[src/rtl/lpwm_pkg.sv]
package lpwm_pkg;
  localparam int NCH    = 2;
  localparam int CTRL_W = 5;
  localparam int FLAG_W = 3;

  typedef enum logic [2:0] {
    A_MOD  = 3'd0,
    A_CH0  = 3'd1,
    A_CH1  = 3'd2,
    A_CTRL = 3'd3,
    A_CLR  = 3'd4
  } addr_e;

  // control register bits
  localparam int C_LINK    = 0;
  localparam int C_OVF_IE  = 1;
  localparam int C_CMP0_IE = 2;
  localparam int C_CMP1_IE = 3;
  localparam int C_RUN     = 4;

  // flag bits
  localparam int F_OVF  = 0;
  localparam int F_CMP0 = 1;
  localparam int F_CMP1 = 2;
endpackage

[src/rtl/lpwm_rst_sync.sv]
module lpwm_rst_sync (
  input  logic clk,
  input  logic rst_n,
  output logic rst_s_n
);
  logic [1:0] sync_q;
  logic [1:0] sync_d;

  always_comb sync_d = {sync_q[0], 1'b1};

  always_ff @(posedge clk or negedge rst_n) begin
    if (!rst_n) sync_q <= '0;
    else        sync_q <= sync_d;
  end

  assign rst_s_n = sync_q[1];
endmodule

[src/rtl/lpwm_regs.sv]
module lpwm_regs
  import lpwm_pkg::*;
#(
  parameter int CNT_W = 16
) (
  input  logic                        clk,
  input  logic                        rst_n,
  input  logic                        wr_en,
  input  logic [2:0]                  wr_addr,
  input  logic [CNT_W-1:0]            wr_data,
  output logic [CNT_W-1:0]            mod_q,
  output logic [NCH-1:0][CNT_W-1:0]   ch_q,
  output logic [CTRL_W-1:0]           ctrl_q,
  output logic [NCH-1:0]              wr_ch,
  output logic                        link_chg,
  output logic [FLAG_W-1:0]           clr_mask
);
  logic                      sel_mod;
  logic                      sel_ctrl;
  logic                      sel_clr;
  logic [CNT_W-1:0]          mod_d;
  logic [NCH-1:0][CNT_W-1:0] ch_d;
  logic [CTRL_W-1:0]         ctrl_d;

  // address decode
  always_comb begin
    sel_mod   = wr_en && (wr_addr == A_MOD);
    sel_ctrl  = wr_en && (wr_addr == A_CTRL);
    sel_clr   = wr_en && (wr_addr == A_CLR);
    wr_ch[0]  = wr_en && (wr_addr == A_CH0);
    wr_ch[1]  = wr_en && (wr_addr == A_CH1);
    link_chg  = sel_ctrl && (wr_data[C_LINK] != ctrl_q[C_LINK]);
    clr_mask  = sel_clr ? wr_data[FLAG_W-1:0] : '0;
  end

  // next state
  always_comb begin
    mod_d  = mod_q;
    ch_d   = ch_q;
    ctrl_d = ctrl_q;
    if (sel_mod)  mod_d  = wr_data;
    if (sel_ctrl) ctrl_d = wr_data[CTRL_W-1:0];
    for (int i = 0; i < NCH; i++) begin
      if (wr_ch[i]) ch_d[i] = wr_data;
    end
  end

  always_ff @(posedge clk or negedge rst_n) begin
    if (!rst_n) begin
      mod_q  <= '1;
      ch_q   <= '0;
      ctrl_q <= '0;
    end else begin
      mod_q  <= mod_d;
      ch_q   <= ch_d;
      ctrl_q <= ctrl_d;
    end
  end
endmodule

[src/rtl/lpwm_counter.sv]
module lpwm_counter #(
  parameter int CNT_W = 16
) (
  input  logic             clk,
  input  logic             rst_n,
  input  logic             run,
  input  logic [CNT_W-1:0] mod,
  output logic [CNT_W-1:0] cnt_q,
  output logic [CNT_W-1:0] cnt_inc,
  output logic             ovf_evt
);
  localparam logic [CNT_W-1:0] ONE = CNT_W'(1);

  logic [CNT_W-1:0] cnt_d;

  always_comb begin
    cnt_inc = cnt_q + ONE;
    // wrap also when the modulus was lowered below the current count
    ovf_evt = run && (cnt_q >= mod);
    cnt_d   = cnt_q;
    if (ovf_evt)  cnt_d = '0;
    else if (run) cnt_d = cnt_inc;
  end

  always_ff @(posedge clk or negedge rst_n) begin
    if (!rst_n) cnt_q <= '0;
    else        cnt_q <= cnt_d;
  end
endmodule

[src/rtl/lpwm_chan.sv]
module lpwm_chan #(
  parameter int CNT_W = 16
) (
  input  logic             clk,
  input  logic             rst_n,
  input  logic             run,
  input  logic             ovf_evt,
  input  logic [CNT_W-1:0] cnt_inc,
  input  logic [CNT_W-1:0] cmp_val,
  input  logic [CNT_W-1:0] set_val,
  output logic             out_q,
  output logic             cmp_evt
);
  logic out_d;

  always_comb begin
    // compare event: counter steps onto the compare value inside a period
    cmp_evt = run && !ovf_evt && (cmp_val != '0) && (cnt_inc == cmp_val);
    out_d   = out_q;
    if (ovf_evt)      out_d = (set_val != '0);  // set at wrap, unless 0% duty
    else if (cmp_evt) out_d = 1'b0;             // clear at compare
  end

  always_ff @(posedge clk or negedge rst_n) begin
    if (!rst_n) out_q <= 1'b0;
    else        out_q <= out_d;
  end
endmodule

[src/rtl/lpwm_link.sv]
module lpwm_link
  import lpwm_pkg::*;
#(
  parameter int CNT_W = 16
) (
  input  logic                      clk,
  input  logic                      rst_n,
  input  logic                      link,
  input  logic                      link_chg,
  input  logic [NCH-1:0]            wr_ch,
  input  logic                      ovf_evt,
  input  logic [NCH-1:0][CNT_W-1:0] ch_q,
  output logic [CNT_W-1:0]          act_val,
  output logic [CNT_W-1:0]          nxt_val,
  output logic                      sel_q
);
  logic last_q;
  logic last_d;
  logic sel_d;

  always_comb begin
    // pointer to the register written most recently
    last_d = last_q;
    if (link_chg)      last_d = 1'b0;
    else if (wr_ch[1]) last_d = 1'b1;
    else if (wr_ch[0]) last_d = 1'b0;

    // active register changes only at a wrap while linked
    sel_d = sel_q;
    if (link_chg)                 sel_d = 1'b0;
    else if (link && ovf_evt)     sel_d = last_q;

    act_val = sel_q  ? ch_q[1] : ch_q[0];
    nxt_val = last_q ? ch_q[1] : ch_q[0];
  end

  always_ff @(posedge clk or negedge rst_n) begin
    if (!rst_n) begin
      last_q <= 1'b0;
      sel_q  <= 1'b0;
    end else begin
      last_q <= last_d;
      sel_q  <= sel_d;
    end
  end
endmodule

[src/rtl/lpwm_flags.sv]
module lpwm_flags #(
  parameter int FW = 3
) (
  input  logic          clk,
  input  logic          rst_n,
  input  logic [FW-1:0] evt,
  input  logic [FW-1:0] clr,
  input  logic [FW-1:0] en,
  output logic [FW-1:0] flags_q,
  output logic          irq
);
  logic [FW-1:0] flags_d;

  // an event in the same cycle as its clear keeps the flag set
  always_comb begin
    flags_d = (flags_q & ~clr) | evt;
    irq     = |(flags_q & en);
  end

  always_ff @(posedge clk or negedge rst_n) begin
    if (!rst_n) flags_q <= '0;
    else        flags_q <= flags_d;
  end
endmodule

[src/rtl/lpwm_timer.sv]
module lpwm_timer
  import lpwm_pkg::*;
#(
  parameter int CNT_W = 16
) (
  input  logic              clk,
  input  logic              rst_n,
  input  logic              wr_en,
  input  logic [2:0]        wr_addr,
  input  logic [CNT_W-1:0]  wr_data,
  input  logic              gp_in,
  output logic              pwm0_o,
  output logic              pwm1_o,
  output logic [FLAG_W-1:0] flag_o,
  output logic              irq_o
);
  logic                      rst_s_n;
  logic [CNT_W-1:0]          mod_w;
  logic [NCH-1:0][CNT_W-1:0] ch_w;
  logic [CTRL_W-1:0]         ctrl_w;
  logic [NCH-1:0]            wr_ch_w;
  logic                      link_chg_w;
  logic [FLAG_W-1:0]         clr_w;
  logic [CNT_W-1:0]          cnt_w;
  logic [CNT_W-1:0]          cnt_inc_w;
  logic                      ovf_w;
  logic [CNT_W-1:0]          act_w;
  logic [CNT_W-1:0]          nxt_w;
  logic                      sel_w;
  logic [NCH-1:0][CNT_W-1:0] cmp_v;
  logic [NCH-1:0][CNT_W-1:0] set_v;
  logic [NCH-1:0]            out_v;
  logic [NCH-1:0]            hit_v;
  logic [FLAG_W-1:0]         evt_w;
  logic [FLAG_W-1:0]         en_w;
  logic                      link_w;
  logic                      run_w;

  lpwm_rst_sync u_rst (
    .clk     (clk),
    .rst_n   (rst_n),
    .rst_s_n (rst_s_n)
  );

  lpwm_regs #(.CNT_W(CNT_W)) u_regs (
    .clk      (clk),
    .rst_n    (rst_s_n),
    .wr_en    (wr_en),
    .wr_addr  (wr_addr),
    .wr_data  (wr_data),
    .mod_q    (mod_w),
    .ch_q     (ch_w),
    .ctrl_q   (ctrl_w),
    .wr_ch    (wr_ch_w),
    .link_chg (link_chg_w),
    .clr_mask (clr_w)
  );

  assign link_w = ctrl_w[C_LINK];
  assign run_w  = ctrl_w[C_RUN];

  lpwm_counter #(.CNT_W(CNT_W)) u_cnt (
    .clk     (clk),
    .rst_n   (rst_s_n),
    .run     (run_w),
    .mod     (mod_w),
    .cnt_q   (cnt_w),
    .cnt_inc (cnt_inc_w),
    .ovf_evt (ovf_w)
  );

  lpwm_link #(.CNT_W(CNT_W)) u_link (
    .clk      (clk),
    .rst_n    (rst_s_n),
    .link     (link_w),
    .link_chg (link_chg_w),
    .wr_ch    (wr_ch_w),
    .ovf_evt  (ovf_w),
    .ch_q     (ch_w),
    .act_val  (act_w),
    .nxt_val  (nxt_w),
    .sel_q    (sel_w)
  );

  // channel 0 takes the alternating register pair when linked
  generate
    for (genvar g = 0; g < NCH; g++) begin : g_ch
      if (g == 0) begin : g_buf
        assign cmp_v[g] = link_w ? act_w : ch_w[g];
        assign set_v[g] = link_w ? nxt_w : ch_w[g];
      end else begin : g_plain
        assign cmp_v[g] = ch_w[g];
        assign set_v[g] = ch_w[g];
      end

      lpwm_chan #(.CNT_W(CNT_W)) u_chan (
        .clk     (clk),
        .rst_n   (rst_s_n),
        .run     (run_w),
        .ovf_evt (ovf_w),
        .cnt_inc (cnt_inc_w),
        .cmp_val (cmp_v[g]),
        .set_val (set_v[g]),
        .out_q   (out_v[g]),
        .cmp_evt (hit_v[g])
      );
    end
  endgenerate

  always_comb begin
    evt_w         = '0;
    evt_w[F_OVF]  = ovf_w;
    evt_w[F_CMP0] = hit_v[0];
    evt_w[F_CMP1] = hit_v[1] && !link_w;
    en_w          = '0;
    en_w[F_OVF]   = ctrl_w[C_OVF_IE];
    en_w[F_CMP0]  = ctrl_w[C_CMP0_IE];
    en_w[F_CMP1]  = ctrl_w[C_CMP1_IE] && !link_w;
  end

  lpwm_flags #(.FW(FLAG_W)) u_flags (
    .clk     (clk),
    .rst_n   (rst_s_n),
    .evt     (evt_w),
    .clr     (clr_w),
    .en      (en_w),
    .flags_q (flag_o),
    .irq     (irq_o)
  );

  assign pwm0_o = out_v[0];
  assign pwm1_o = link_w ? gp_in : out_v[1];
endmodule

[config.mk]
export PLATFORM = sky130hd
export DESIGN_NAME = lpwm_timer
export DESIGN_NICKNAME = d
export VERILOG_FILES = /design/src/rtl/lpwm_pkg.sv /design/src/rtl/lpwm_rst_sync.sv /design/src/rtl/lpwm_regs.sv /design/src/rtl/lpwm_counter.sv /design/src/rtl/lpwm_chan.sv /design/src/rtl/lpwm_link.sv /design/src/rtl/lpwm_flags.sv /design/src/rtl/lpwm_timer.sv
export SDC_FILE = /design/constraint.sdc
export NUM_CORES = 1
export LEC_CHECK = 0
export BUFFER_PORTS_ARGS = -buffer_cell sky130_fd_sc_hd__clkbuf_2
export CAP_MARGIN = 5
export CORE_MARGIN = 3
export CORE_UTILIZATION = 30
export CTS_CLUSTER_SIZE = 16
export DETAILED_ROUTE_END_ITERATION = 10
export PLACE_DENSITY = 0.5
export SLEW_MARGIN = 20
export SYNTH_ARGS = -nofsm -noshare
export SYNTH_HDL_FRONTEND = slang
export SYNTH_HIERARCHICAL = 1
export SYNTH_SLANG_ARGS = --single-unit
[constraint.sdc]
create_clock -name clk -period 2.3 [get_ports clk]
set_input_delay 0.115 -clock clk [delete_from_list [all_inputs] [get_ports clk]]
set_output_delay 0.115 -clock clk [all_outputs]
set_load 0.02 [all_outputs]
==> Word level (Yosys, flattened, before mapping) <==
Cells that the tools add are included.
{ "word_totals": {"output_inout_bits": 6, "regBits": 78} }
{ "classes": {"bitwise": 4, "n_mux": 17, "n_eq_ne": 7, "order_cmp": 1, "add_sub_neg": 1, "n_reduce_logical": 27} }
{ "ops": {"columns": ["cell", "n"], "rows": [
  ["16-bit 2-to-1 mux", 6],
  ["16-bit nonzero test", 3],
  ["16-bit equality test", 2],
  ["16-bit by 1-bit adder with 16-bit output (second input constant)", 1],
  ["16-bit greater-or-equal comparator", 1],
  ["1-bit logical AND", 15],
  ["1-bit 2-to-1 mux", 10],
  ["2-bit nonzero test", 4],
  ["3-bit AND", 2],
  ["3-bit by 2-bit equality test with 1-bit output (second input constant)", 2],
  ["3-bit by 1-bit equality test with 1-bit output (second input constant)", 1],
  ["3-bit equality test (second input constant)", 1],
  ["3-bit logical NOT", 1],
  ["3-bit 2-to-1 mux", 1],
  ["3-bit inverter", 1],
  ["3-bit OR", 1],
  ["3-bit nonzero test", 1],
  ["3-bit OR reduction", 1],
  ["1-bit logical NOT", 2],
  ["1-bit != test", 1]
]} }

==> Logic depth before layout (Yosys ltp) <==
Gate-level depths: netlist of the first run.
{ "logic_depth": {"ltp_word": 8, "mapped_depth": 11, "ltp_nobuf": 11} }

==> Cells and area by module <==
Netlist of the first run, hierarchy kept.
{ "modules_own_cells": {"columns": ["mod", "area_each_um2", "seq_area_each_um2", "instances", "cells_each"], "rows": [
  ["lpwm_regs", 2098.3, 1346.3, 1, 121],
  ["lpwm_counter", 1396.3, 400.4, 1, 161],
  ["lpwm_chan", 302.8, 25.0, 2, 36],
  ["lpwm_link", 569.3, 50.0, 1, 44],
  ["lpwm_timer", 555.5, 0.0, 1, 39],
  ["lpwm_flags", 122.6, 75.1, 1, 11],
  ["lpwm_rst_sync", 53.8, 50.0, 1, 3]
]} }

==> Worst setup path after synthesis of the first run <==
Ideal clock, no wire load.
{ "synth_timing": {"path_kind": "reg-to-reg", "startpoint": "reg u_regs.mod_q[13]", "endpoint": "reg u_flags.flags_q[2]", "arrival_time_ps": 2474, "setup_slack_ps": -292, "setup_ps": 118, "path_buffers": 0, "path_stages_with_launch": 12, "required_time_ps": 2182, "synth_period_minus_slack_ps": 2592, "path_cell_list": "dfstp_2 > inv_1 > ha_1 > nand4_1 > nor4_1 > a21oi_1 > and2_1 > nor2_1 > nor4b_2 > and3_1 > nor2b_1 > a21o_1"} }
{ "synth_between": {"elab_chain_cells": 8} }
{ "synth_lines": {"columns": ["item", "line", "source"], "rows": [
  ["start: declaration", "lpwm_regs.sv:11", "output logic [CNT_W-1:0] mod_q,"],
  ["start signal: assignment", "lpwm_regs.sv:54", "mod_q <= mod_d;"],
  ["16-bit greater-or-equal comparator", "lpwm_counter.sv:19", "ovf_evt = run && (cnt_q >= mod);"],
  ["1-bit logical AND", "lpwm_counter.sv:19", null],
  ["net evt_w[0]", "lpwm_timer.sv:34", "logic [FLAG_W-1:0] evt_w;"],
  ["1-bit logical NOT", "lpwm_chan.sv:18", "cmp_evt = run && !ovf_evt && (cmp_val != '0) && (cnt_inc == cmp_val);"],
  ["1-bit logical AND (3 in series)", "lpwm_chan.sv:18", null],
  ["net hit_v[1]", "lpwm_timer.sv:33", "logic [NCH-1:0] hit_v;"],
  ["1-bit logical AND", "lpwm_timer.sv:114", "evt_w[F_CMP1] = hit_v[1] && !link_w;"],
  ["net evt_w[2]", "lpwm_timer.sv:34", null],
  ["3-bit OR", "lpwm_flags.sv:16", "flags_d = (flags_q & ~clr) | evt;"],
  ["net u_flags.flags_d[2]", "lpwm_flags.sv:12", "logic [FW-1:0] flags_d;"],
  ["end signal: assignment", "lpwm_flags.sv:22", "else flags_q <= flags_d;"],
  ["end: declaration", "lpwm_flags.sv:9", "output logic [FW-1:0] flags_q,"]
]} }
The timed path passes the listed nets, and every way through them passes these cells.
A chain may end at the register's enable or synchronous reset.

==> Final worst setup path of the first run <==
{ "layout_timing": {"startpoint": "reg u_regs.mod_q[6]", "endpoint": "reg u_flags.flags_q[2]"} }
Same word-level chain as after synthesis.

==> metrics.cfg, run 1 <==
[drt]
postRouteAntennaNets=0
vias=3819
drc=0
wire_per_inst_microns=18.44
viasPerCell=4.940
dr.pass1.iters=4
drtIter0Drc=211
drt-total-wl_microns=14250

[worst_setup_path]
path_max_fanout=3
crit_path_start_kind=flop
worstSetupEndpointType=flop
path_depth=11
worst-r2r-cell-count=11
slowest_stage=dfstp_2
cp_top_family=simple AND/OR/NAND/NOR gates
path_cells=inv_1 -> ha_1 -> nand4_1 -> nor4_4 -> a21oi_2 -> and2_4 -> nor2_4 -> nor4b_4 -> and3_1 -> nor2b_1 -> a21o_1
path_class=flop to flop
crit_arrival_ps=2650
cpPeakStageDelay_ps=580
worst_ep_required_time_ps=2530
path_buf_inv=1

[floorplan]
fp.dieW_microns=140.2
io_pins=29
initial_core_util_pct=30.91
placementRows=48
die_y_microns=140.2
core_area_sq_um=17480
die_area_sq_um=19650

[yosys]
synthCells=451
syn_area_sq_um=5401
synthAdderAreaFrac_pct=3.938
synthSimpleGateAreaFrac_pct=13.16
synth_nets=491
synth-seq-cells=78
synth_top_family_by_area=multiplexers
synth_top_cell_area_share_pct=28.72
yosysTopAreaCell=dfrtp_1
synthArstFlopShare_pct=100.0
synth-compound-area-share_pct=5.142
synth-edff-count=0
syn_area_per_cell_sq_um=11.98
seq_area_frac_synth_pct=36.51
synth_ff_type=dfrtp_1
ys_warn_count=6
synthMuxAreaShare_pct=28.42
synth.area.top_cells=dfrtp_1 (29%), mux2_2 (15%), mux2_4 (13%), dfstp_2 (7.8%), xnor2_1 (4.5%)
synth_xor_area_share_pct=7.297
synth_cell_types=50

[pwr]
p_per_area_nw_per_um2=974.0
vdd_drop_max_uv=436.8
leakagePower_nw=2.951

[placement]
place_congestion=0.9186
port_buffers=28
placed_area_sq_um=6220
dp_hpwl_microns=10890
dpl.cell_count=749
place_ws_ps=-160.7

[clock_tree]
cts-root-buf=clkbuf_16
cts_buffer_depth=2
cts_tree=built
clk_latency_ps=340
path_clk_slew_ps=60
cts_buffers=9
cts_sinks=78
htree_levels=3

[global_routing]
grt_usage_pct=14.88
grt_max_degree=40
grt_pass1_wl_microns=22650
grt_pass1_vias=3996
gr-total-overflow=0
antenna_found_initial=0

[final_layout]
drive_gt1_share_pct=52.37
fin_cells=773
multi_input_area_sq_um=3321
register_area_sq_um=1977
fillCellCount=1715
area_growth_pct=24.67
layout_common_cells=mux2_2 (71), dfrtp_1 (60), buf_4 (59), mux2_4 (47)
fin_area_sq_um=6734
diodes=0
final_util_pct=38.53
layout_commonest_cell=mux2_2
fin_nets=583

[timing]
fmax_mhz=414.4
hold_viol_final=0
setup_viol=4
finClkSkew_ps=4.843
slew-limit-headroom_pct=60.77
setup_slack_ps=-113.0
period_share_pct=104.9
tightest_slew_ps=588.5
fin_crit_ps=2413
final-max-slew-violation-count=0
rsz0062_at_grt=true

[status]
violations=negative setup slack
status=finished with violations

[hold_path]
hold_path.class=input port to flop
min_path_cells=2

[flow_run]
cap_violations=0

-- worst reg2reg max path: cells and delay by family, from the launching register on --
| family | cells | cell delay (ps) |
|---|---|---|
| AOI/OAI and AO/OA | 2 | 250 |
| adders and majority gates | 1 | 300 |
| buffers and inverters | 1 | 70 |
| DFF | 1 | 580 |
| and+or+nand+nor | 7 | 1130 |
-- kinds of logic after synthesis --
| kind of cell | count (synthesis) |
|---|---|
| AOI/OAI and AO/OA | 39 |
| xor gates and xnor gates | 45 |
| adders and majority gates | 17 |
| buffers and inverters | 44 |
| DFF | 78 |
| muxes | 121 |
| other | 1 |
| and+or+nand+nor | 106 |
-- flip-flops by register name, summed over array words and instances, names as in the netlist --
register,cells
g_ch.u_chan/out_q,2
u_regs/ch_q,32
u_regs/mod_q,16
u_regs/ctrl_q,5
u_link/sel_q,1
u_rst/sync_q,2
u_flags/flags_q,3
u_cnt/cnt_q,16
u_link/last_q,1
-- cell type report --
cell class,instances,area share [%]
sequential,78,29.36
multi-input combinational,329,49.31
clock buffer,12,3.660
clock inverter,4,0.7246
inverter,27,1.505
tap,225,4.181
timing repair buffer,98,11.26
-- cells in the mapped netlist (all sizes together), types with 2 or more instances --
cell type  instances
nand3              8
ha                17
nor4b              3
a21oi              7
dfrtp             62
nand2             24
nor4              24
nor2               8
and3               3
a211oi             2
xnor2             28
xor2              17
o22ai              4
a31oi              5
nor3               5
and4               2
o21ai              4
buf               16
a21o               3
nor2b              3
and2               4
and4bb             2
nand4             14
inv               27
dfstp             16
mux2             118
mux2i              3
o2bb2ai           10
-- per-stage QoR --
stage | total power, W | setup TNS [ps] | hold slack, ps
after floorplan | 0.004180 | -45.99 | -180.6
after global placement | 0.004985 | -252.7 | -99.82
after detailed placement | 0.005032 | -437.3 | -97.81
after CTS | 0.006555 | -240.5 | 35.54
after global routing | 0.006959 | -1559 | 46.78
final | 0.006559 | -266.8 | 48.64
-- power by group --
part	total, W	internal [W]	switching (W)
sequential	0.00210	0.00173	0.000373
clock	0.00144	0.000869	0.000568
combinational	0.00302	0.00165	0.00137
-- worst paths after layout --
kind	endpoint	start	slack [ps]
min	u_regs/ch_q[6]$_DFFE_PN0P_	wr_data[6]	50
max reg2reg	u_flags/flags_q[2]$_DFF_PN0_	u_regs/mod_q[6]$_DFFE_PN1P_	-110
min reg2reg	u_regs/ch_q[6]$_DFFE_PN0P_	u_rst/sync_q[1]$_DFF_PN0_	300
min in group asynchronous	u_rst/sync_q[1]$_DFF_PN0_	rst_n	80
max in group asynchronous	u_regs/mod_q[5]$_DFFE_PN1P_	u_rst/sync_q[1]$_DFF_PN0_	1340
max	u_flags/flags_q[2]$_DFF_PN0_	u_regs/mod_q[6]$_DFFE_PN1P_	-110
-- routing by layer --
metal	wire length, microns	vias to the layer above	global-route usage, %
met3	560	18	2.902
li1	-	1828	-
met1	6400	1900	19.58
met4	263	0	4.997
met2	7027	73	24.55
met5	0	-	0
-- repair_timing --
| item | in CTS | in global routing |
|---|---|---|
| setup buffers | 6 | 2 |
| hold buffers | 1 | 0 |
| gates resized for setup | 11 | 18 |
| endpoints found under the setup margin | 5 | 21 |
| endpoints found under the hold margin | 2 | 0 |
| pin swaps | 9 | 13 |
No activity file was read; power rests on OpenSTA's default activity.
==> run 2, diff against run 1 <==
- ABC_AREA: default -> 1
- PLACE_DENSITY: 0.5 -> 0.49
- RECOVER_POWER: default -> 25
==> run 2 against run 1 <==
  * Design area up 4.3%
  * Die area up 8.3%
  * Critical path depth up 5
  * Clock power down 6%
  * Power down 6.1%
  * Non-clock buffer count down 18
  * The run now ends clean
  * Sequential cell count unchanged
  * Cell count up 61%
  * Worst setup slack better by 210 ps
  * Highest routed layer unchanged
  * Largest cell class unchanged
  * Sequential share of layout area down 1.3 points
  * Combinational power down 8.9%
==> metrics.cfg, run 2 <==
[placement]
port_buffers=28  ; unchanged
dpl.cell_count=1222  ; was 749
place_ws_ps=-99.16  ; was -160.7 ps
dp_hpwl_microns=13890  ; was 10890 microns
place_congestion=0.8686  ; was 0.9186

[final_layout]
layout_commonest_cell=nand2_1  ; was mux2_2
reg_top3=u_regs/ch_q: 32 flops, u_cnt/cnt_q: 16 flops, u_regs/mod_q: 16 flops  ; unchanged
largest_register_ffs=32  ; unchanged
layout_common_cells=nand2_1 (392), inv_1 (119), nor2_1 (65), nand3_1 (60), dfrtp_1 (60)  ; was mux2_2 (71), dfrtp_1 (60), buf_4 (59), mux2_4 (47)
drive_gt1_share_pct=19.49  ; was 52.37%
final_util_pct=37.06  ; was 38.53%
diodes=0  ; unchanged
regMostFlops=u_regs/ch_q  ; unchanged
fin_nets=1020  ; was 583
area_growth_pct=19.72  ; was 24.67%
fin_cells=1245  ; was 773

[floorplan]
placementRows=50  ; was 48
die_area_sq_um=21280  ; was 19650 sq um
initial_core_util_pct=30.96  ; was 30.91%
fp.dieW_microns=145.9  ; was 140.2 microns
core_area_sq_um=18960  ; was 17480 sq um
die_y_microns=145.9  ; was 140.2 microns
io_pins=29  ; unchanged

[hold_path]
hold_path.class=input port to flop  ; unchanged
min_path_cells=3  ; was 2
hold_path_end=u_regs/mod_q[6]$_DFFE_PN1P_  ; was u_regs/ch_q[6]$_DFFE_PN0P_
hold_start=wr_data[6]  ; unchanged

[global_routing]
grt_usage_pct=17.77  ; was 14.88%
gr-total-overflow=0  ; unchanged
antenna_found_initial=0  ; unchanged
grt_pass1_wl_microns=29570  ; was 22650 microns
grt_max_degree=52  ; was 40
grt_pass1_vias=5133  ; was 3996

[worst_setup_path]
reg2reg_slack_ps=90  ; was -110 ps
r2r-start=u_regs/mod_q[13]$_DFFE_PN1P_  ; was u_regs/mod_q[6]$_DFFE_PN1P_
crit_arrival_ps=2480  ; was 2650 ps
worst-r2r-cell-count=16  ; was 11
reg2reg_to=u_flags/flags_q[2]$_DFF_PN0_  ; unchanged
worstSetupEndpointType=flop  ; unchanged
worst_ep_required_time_ps=2570  ; was 2530 ps
crit_path_start_kind=flop  ; unchanged
path_class=flop to flop  ; unchanged
path_max_fanout=3  ; unchanged

[drt]
drt-total-wl_microns=18670  ; was 14250 microns
viasPerCell=4.513  ; was 4.940
drtIter0Drc=362  ; was 211
drc=0  ; unchanged
vias=5619  ; was 3819
dr.pass1.iters=5  ; was 4
wire_per_inst_microns=15.00  ; was 18.44 microns
postRouteAntennaNets=0  ; unchanged

[timing]
period_share_pct=95.97  ; was 104.9%
finClkSkew_ps=11.52  ; was 4.843 ps
fmax_mhz=453.0  ; was 414.4 MHz
fin_crit_ps=2207  ; was 2413 ps
whs_ps=31.56  ; was 48.64 ps
hold_viol_final=0  ; unchanged
rsz0062_at_grt=true  ; unchanged
finalSetupTns_ps=0  ; was -266.8 ps
tightest_slew_ps=1357  ; was 588.5 ps
setup_viol=0  ; was 4
slew-limit-headroom_pct=9.530  ; was 60.77%
setup_slack_ps=92.68  ; was -113.0 ps
final-max-slew-violation-count=0  ; unchanged

[yosys]
synth-seq-cells=78  ; unchanged
synth_cell_types=34  ; was 50
synthArstFlopShare_pct=100.0  ; unchanged
yosysTopAreaCell=dfrtp_1  ; unchanged
ys_warn_count=6  ; unchanged
synth_top_cell_area_share_pct=26.44  ; was 28.72%
synth-edff-count=0  ; unchanged
syn_area_sq_um=5868  ; was 5401 sq um
seq_area_frac_synth_pct=33.60  ; was 36.51%
synth_nets=957  ; was 491
yosysMostFrequentCell=nand2_1  ; was mux2_2
syn_area_per_cell_sq_um=6.399  ; was 11.98 sq um
synth.area.top_cells=dfrtp_1 (26%), nand2_1 (26%), inv_1 (8.0%), dfstp_2 (7.2%), nand3_1 (5.1%)  ; was dfrtp_1 (29%), mux2_2 (15%), mux2_4 (13%), dfstp_2 (7.8%), xnor2_1 (4.5%)
synthCells=917  ; was 451
synth_ff_type=dfrtp_1  ; unchanged
synth_common_cells=nand2_1 (400), inv_1 (125), nor2_1 (67), dfrtp_1 (62), nand3_1 (60)  ; was mux2_2 (71), dfrtp_1 (62), mux2_4 (47), xnor2_1 (28), inv_1 (27)

[pwr]
leakagePower_nw=3.638  ; was 2.951 nW
vdd_drop_max_uv=427.2  ; was 436.8 uV
power_switching_share_pct=43.30  ; was 35.26%
combPwrFrac_pct=44.7  ; was 46.0%
p_per_area_nw_per_um2=876.7  ; was 974.0 nW/um^2
pwr-share-seq_pct=33.3  ; was 32.0%
p_sw_w=0.002667  ; was 0.002312 W
intPower_w=0.003492  ; was 0.004246 W
p_clk_share_pct=22.0  ; was 21.9%

[clock_tree]
cts-root-buf=clkbuf_16  ; unchanged
cts_tree=built  ; unchanged
cts_buffers=9  ; unchanged
cts_buffer_depth=2  ; unchanged
clk_latency_ps=350  ; was 340 ps
htree_levels=3  ; unchanged
path_clk_slew_ps=60  ; about the same
cts_sinks=78  ; unchanged

[status]
status=finished, final reports clean  ; was finished with violations

[flow_run]
cap_violations=0  ; unchanged

-- run 2: final cells by class --
type	instances	area, sq um
Clock inverter	7	46.29
Multi-Input combinational cell	681	3379
Sequential cell	78	1974
Timing Repair Buffer	80	581.8
Clock buffer	9	225.2
Tap cell	260	325.3
Inverter	130	493.0
Fill cell	2073	11930
-- run 2: how the worst max path moves through the flow --
stage	from	end	cells after the start
detailed placement	u_regs/mod_q[7]$_DFFE_PN1P_	u_flags/flags_q[2]$_DFF_PN0_	21
global placement	u_regs/mod_q[5]$_DFFE_PN1P_	u_flags/flags_q[2]$_DFF_PN0_	21
CTS	u_regs/mod_q[6]$_DFFE_PN1P_	u_flags/flags_q[2]$_DFF_PN0_	20
floorplan	u_regs/mod_q[15]$_DFFE_PN1P_	u_flags/flags_q[2]$_DFF_PN0_	17
global route	u_cnt/cnt_q[4]$_DFFE_PN0P_	u_flags/flags_q[2]$_DFF_PN0_	16
finish	u_regs/mod_q[13]$_DFFE_PN1P_	u_flags/flags_q[2]$_DFF_PN0_	16
-- run 2: cells by family (layout without fill, tap and decap cells) --
| logic type | after synthesis | in the layout | synth area share (%) |
|---|---|---|---|
| compound gates | 58 | 58 | 5.395 |
| xor+xnor | 8 | 8 | 1.450 |
| fa+ha+maj | 17 | 17 | 3.625 |
| buf+inv | 158 | 226 | 12.20 |
| flops | 78 | 78 | 33.60 |
| other cells | 1 | 1 | 0.06390 |
| simple gates | 597 | 597 | 43.67 |
-- run 2: power groups by stage --
| stage | Clock, W | Combinational [W] | Sequential [W] |
|---|---|---|---|
| 2_1_floorplan | 0 | 0.00176 | 0.00199 |
| 3_3_place_gp | 0 | 0.00259 | 0.00205 |
| 3_5_place_dp | 0 | 0.00259 | 0.00205 |
| 4_1_cts | 0.00140 | 0.00263 | 0.00203 |
| 5_1_grt | 0.00145 | 0.00314 | 0.00209 |
| 6_report | 0.00136 | 0.00275 | 0.00205 |
-- run 2: stage by stage --
stage	power [W]	cell area, sq um
after floorplan	0.003754	5887
after global placement	0.004643	6501
after detailed placement	0.004639	6501
after CTS	0.006061	6840
after global routing	0.006686	7025
final	0.006160	7025
-- run 2: worst max-delay path, cell delays in order, from the launching register on --
cell and delay [ps]:
dfstp_2 530, inv_1 40, ha_1 280, a21oi_1 130, o21ai_1 120, nor2_4 140
a21oi_4 80, nor2_1 100, nand2_1 50, nor2_1 90, nand2_1 70, nor2_2 110
nand3_2 90, inv_2 60, inv_2 30, nor2_2 80, o21bai_4 120
-- run 2: routing by layer --
layer / up-vias / part of all wire [%] / GRT usage [%]
li1: 2949 / - / -
met3: 19 / 4.8 / 2.927
met4: 0 / 1.6 / 5.033
met2: 146 / 43 / 26.22
met5: - / 0 / 0
met1: 2505 / 50 / 26.65
-- run 2: timing repair --
item | in CTS | in global routing
setup buffers | 2 | 5
endpoints found under the hold margin | 2 | 0
hold buffers | 1 | 0
resized for setup | 7 | 29
pin swaps | 19 | 23
setup endpoints to repair | 1 | 4
